[config.mk]
export PLATFORM = sky130hd
export DESIGN_NAME = thermo_binary_encoder
export DESIGN_NICKNAME = d
export VERILOG_FILES = /design/src/rtl/thermo_enc_pkg.sv /design/src/rtl/thermo_edge_detect.sv /design/src/rtl/thermo_bubble_detect.sv /design/src/rtl/top_hit_encoder.sv /design/src/rtl/thermo_binary_encoder.sv
export SDC_FILE = /design/constraint.sdc
export NUM_CORES = 1
export LEC_CHECK = 0
export BUFFER_PORTS_ARGS = -buffer_cell sky130_fd_sc_hd__buf_2
export CORE_MARGIN = 4
export CORE_UTILIZATION = 40
export CTS_CLUSTER_DIAMETER = 100
export DETAILED_ROUTE_END_ITERATION = 7
export PLACE_DENSITY = 0.67
export SYNTH_ARGS = -nofsm -noshare
export SYNTH_HDL_FRONTEND = slang
export SYNTH_SLANG_ARGS = --single-unit
[constraint.sdc]
create_clock -name clk -period 1.07 [get_ports clk]
set_input_delay 0 -clock clk [delete_from_list [all_inputs] [get_ports clk]]
set_output_delay 0 -clock clk [all_outputs]
set_load 0.01 [all_outputs]
[src/rtl/thermo_enc_pkg.sv]
package thermo_enc_pkg;

  // Number of comparator taps for a code of width w.
  function automatic int unsigned tap_count(input int unsigned w);
    return (32'd1 << w) - 32'd1;
  endfunction

  typedef struct packed {
    logic valid;
    logic bubble;
  } enc_flags_t;

endpackage

[src/rtl/thermo_edge_detect.sv]
module thermo_edge_detect #(
  parameter int unsigned TAPS = 15
) (
  input  logic [TAPS-1:0] level,
  output logic [TAPS-1:0] edge_hit
);

  for (genvar i = 0; i < TAPS; i++) begin : g_pos
    logic lower;
    logic upper;
    if (i == 0) begin : g_bottom
      assign lower = 1'b1;
    end else begin : g_lower
      assign lower = level[i-1];
    end
    if (i == TAPS - 1) begin : g_top
      assign upper = 1'b0;
    end else begin : g_upper
      assign upper = level[i+1];
    end
    assign edge_hit[i] = lower & level[i] & ~upper;
  end

endmodule

[src/rtl/thermo_bubble_detect.sv]
module thermo_bubble_detect #(
  parameter int unsigned TAPS = 15
) (
  input  logic [TAPS-1:0] level,
  output logic            bubble
);

  logic [TAPS-1:0] rise_up;

  for (genvar i = 0; i < TAPS; i++) begin : g_rise
    if (i == 0) begin : g_base
      assign rise_up[i] = 1'b0;
    end else begin : g_step
      assign rise_up[i] = level[i] & ~level[i-1];
    end
  end

  assign bubble = |rise_up;

endmodule

[src/rtl/top_hit_encoder.sv]
module top_hit_encoder #(
  parameter int unsigned TAPS   = 15,
  parameter int unsigned CODE_W = 4
) (
  input  logic [TAPS-1:0]   hits,
  output logic [CODE_W-1:0] code
);

  always_comb begin
    code = '0;
    for (int i = 0; i < TAPS; i++) begin
      if (hits[i]) begin
        code = CODE_W'(i + 1);
      end
    end
  end

endmodule

[src/rtl/thermo_binary_encoder.sv]
module thermo_binary_encoder #(
  parameter int unsigned CODE_W = 4,
  localparam int unsigned TAPS  = thermo_enc_pkg::tap_count(CODE_W)
) (
  input  logic              clk,
  input  logic              rst,
  input  logic              in_valid,
  input  logic [TAPS-1:0]   thermo_in,
  output logic              out_valid,
  output logic [CODE_W-1:0] code_out,
  output logic              bubble_out
);

  import thermo_enc_pkg::*;

  logic [TAPS-1:0]   edge_hit;
  logic [CODE_W-1:0] code_nxt;
  logic              bubble_nxt;
  enc_flags_t        flags_q;
  logic [CODE_W-1:0] code_q;

  thermo_edge_detect #(.TAPS(TAPS)) u_edge (
    .level    (thermo_in),
    .edge_hit (edge_hit)
  );

  thermo_bubble_detect #(.TAPS(TAPS)) u_bubble (
    .level  (thermo_in),
    .bubble (bubble_nxt)
  );

  top_hit_encoder #(.TAPS(TAPS), .CODE_W(CODE_W)) u_enc (
    .hits (edge_hit),
    .code (code_nxt)
  );

  always_ff @(posedge clk) begin
    if (rst) begin
      flags_q <= '0;
      code_q  <= '0;
    end else begin
      flags_q.valid <= in_valid;
      if (in_valid) begin
        code_q         <= code_nxt;
        flags_q.bubble <= bubble_nxt;
      end
    end
  end

  assign out_valid  = flags_q.valid;
  assign code_out   = code_q;
  assign bubble_out = flags_q.bubble;

endmodule

==> impl_metrics.env <==
export IMPL_clkPwrFrac_pct=30.4
export IMPL_dieArea_mm2=0.001958
export IMPL_dpl_worst_slack_ns=0.008284
export IMPL_dr_pass1_iters=4
export IMPL_seq_area_um2=120.1
export IMPL_mostFrequentLayoutCells="23 x buf_2, 9 x nor2_1, 7 x a21oi_1, 7 x nor2b_1"
export IMPL_cts_max_level=1
export IMPL_grt_usage_pct=13.28
export IMPL_fp_dieW_um=44.25
export IMPL_multi_input_area_um2=377.9
export IMPL_crit_buf_inv=0
export IMPL_cts_path_max_buffers=2
export IMPL_grt_pass1_wl_um=2070
export IMPL_power_density_mw_per_mm2=972.1
export IMPL_crit_arrival_ns=0.98
export IMPL_cpLargestDelayFamily="compound AO/OA/AOI/OAI gates"
export IMPL_ys_ff_latch=6
export IMPL_synth_fa_ha_area_share_pct=0
export IMPL_cts_root_buffer="clkbuf_4"
export IMPL_start_kind="flop"
export IMPL_hold_buffers=0
export IMPL_worst_pin_slew_ns=0.3804
export IMPL_start_util_pct=44.87
export IMPL_cts_resized=0
export IMPL_yosys_warnings=0
export IMPL_syn_nets=94
export IMPL_die_h_um=44.25
export IMPL_layout_area_overhead_vs_synth_pct=32.86
export IMPL_power_frac_seq_pct=36.7
export IMPL_synth_compound_area_share_pct=37.62
export IMPL_syn_avg_cell_area_um2=6.915
export IMPL_peakVddDrop_mv=0.4680
export IMPL_n_fill_cell=118
export IMPL_hp_class="input pin to flop"
export IMPL_clkLatencyLatePin_ns=0.24
export IMPL_outcome="completed"
export IMPL_drcViolationCount=0
export IMPL_p_switching_uw=207.0
export IMPL_hold_viol=0
export IMPL_muxShareOfSynthArea_pct=5.714
export IMPL_max_freq_mhz=1227
export IMPL_routedWlPerCell_um=11.23
export IMPL_endpoint_kind="flop"
export IMPL_clk_pin_slew_ns=0.05
export IMPL_grt_pass1_vias=529
export IMPL_cts_sinks=6
export IMPL_p_int_uw=471.7
export IMPL_cts_made_buffers=3
export IMPL_io_buffers=23
export IMPL_drt_total_wl_um=1325
export IMPL_setup_viol=0
export IMPL_slew_headroom_pct=74.53
export IMPL_drive_above_1_share_pct=29.81
export IMPL_synthXorXnorAreaFrac_pct=0
export IMPL_gp_congestion=0.8553
export IMPL_cpPeakStageDelay_ns=0.32
export IMPL_grt_max_degree=10
export IMPL_yosysSeqAreaShare_pct=22.86
export IMPL_clock_skew_ns=0
export IMPL_netlist_area_um2=525.5
export IMPL_cpMaxStageDelayCell="dfxtp_1"
export IMPL_gr_total_overflow=0
export IMPL_coreArea_mm2=0.001171
export IMPL_via_count=632
export IMPL_netlist_cell_type_count=28
export IMPL_cp_max_fo=2
export IMPL_slew_viol_final=0
export IMPL_post_cts_buffers=0
export IMPL_n_antenna_cell=0
export IMPL_hpwl_um=1110
export IMPL_yosys_area_share_simple_pct=28.57
export IMPL_antenna_found_initial=0
export IMPL_worst_slack_ns=0.2547
export IMPL_leakagePower_nw=0.3360
export IMPL_synth_top_family_by_area="compound AO/OA/AOI/OAI gates"
export IMPL_switching_share_pct=30.50
export IMPL_row_count=12
export IMPL_criticalPathCategory="flop to flop"
export IMPL_fin_setup_tns_ns=0
export IMPL_layout_commonest_cell="buf_2"
export IMPL_drt_antenna_violating_nets=0
export IMPL_crit_required_ns=1.24
export IMPL_drtIter0Drc=3
export IMPL_rsz0062_at_grt="no"
export IMPL_worstPathCellList="nor2_1 > a211o_1 > a21oi_1"
export IMPL_fin_crit_ns=0.8153
export IMPL_fin_nets=124
export IMPL_cts_tree="done"
export IMPL_drv_cap=0
export IMPL_p_comb_share_pct=32.9
export IMPL_synth_cells=76
export IMPL_fin_crit_sh_pct=76.20
export IMPL_via_per_inst=5.356
export IMPL_num_io_pins=24
-- final timing paths --
path                                  start          end  slack [ns]  cells after the start
worst max-delay path            code_out[0]  code_out[0]        0.25                      3
worst min-delay path                    rst    out_valid       0.005                      2
worst max register to register  code_out[0]  code_out[0]        0.25                      3
worst min register to register   bubble_out   bubble_out        0.48                      2
-- cell type report --
type	count	share of cell area [%]
Sequential cell	6	17.20
Tap cell	14	2.509
Multi-Input combinational cell	63	54.12
Clock buffer	3	3.226
Inverter	6	3.226
Timing Repair Buffer	26	19.71
-- cell families (layout without fill, tap and decap cells) --
kind of cell	Yosys count	count (layout)
flops	6	6
simple gates	30	30
buf+inv	7	35
mux	3	3
compound gates	30	30
-- stage by stage --
stage / cells / instance area (um2) / total power [mW] / hold slack (ns) / utilization, %
3_3_place_gp: 115 / 675.6 / 0.4759 / 0.2562 / 57.69
2_1_floorplan: 76 / 525.5 / 0.3724 / 0.07161 / -
5_1_grt: 118 / 698.2 / 0.7265 / 0.007965 / 59.62
4_1_cts: 118 / 698.2 / 0.6900 / 0.001959 / 59.62
6_report: 118 / 698.2 / 0.6787 / 0.004997 / 59.62
3_5_place_dp: 115 / 675.6 / 0.4776 / 0.2576 / 57.69
-- per-layer routing --
metal / vias to the layer above / wire length, um / part of all wire (%) / track usage, %
met5: - / 0 / 0 / 0
met4: 0 / 0 / 0 / 1.807
li1: 336 / - / - / -
met3: 0 / 85 / 6.4 / 2.439
met1: 279 / 635 / 48 / 17.63
met2: 17 / 604 / 46 / 22.67
-- flip-flops by register name, indices dropped and copies added (netlist names) --
name	cells
bubble_out	1
out_valid	1
code_out	4
-- power by group through the flow --
stage / sequential [mW] / clock (mW) / combinational [mW]
finish: 0.249 / 0.206 / 0.223
global route: 0.252 / 0.224 / 0.251
CTS: 0.250 / 0.215 / 0.225
detailed placement: 0.254 / 0 / 0.224
global placement: 0.253 / 0 / 0.223
floorplan: 0.263 / 0 / 0.110
-- synthesized netlist by cell type --
cell type,number,share of area (%)
a311oi_1,2,3.3
o21a_1,1,1.4
or3_1,1,1.2
dfxtp_1,6,23
o22ai_1,1,1.2
a21o_2,1,1.7
o211ai_2,1,2.4
nand4_1,1,1.2
o31ai_1,1,1.4
o21ai_1,3,2.9
nor2b_1,7,8.3
nand4b_1,1,1.7
a21oi_1,7,6.7
nor2_1,9,6.4
nand3_1,2,1.9
nand2b_1,2,2.4
and3_1,1,1.2
nand2_1,6,4.3
buf_2,1,0.95
a32oi_1,1,1.7
a211o_1,1,1.7
a31oi_1,1,1.2
a211oi_1,2,2.9
o21ai_0,5,4.8
inv_1,6,4.3
o221ai_1,1,1.7
mux2i_1,3,5.7
o211ai_1,2,2.9
Power figures use the tool's default switching activity.
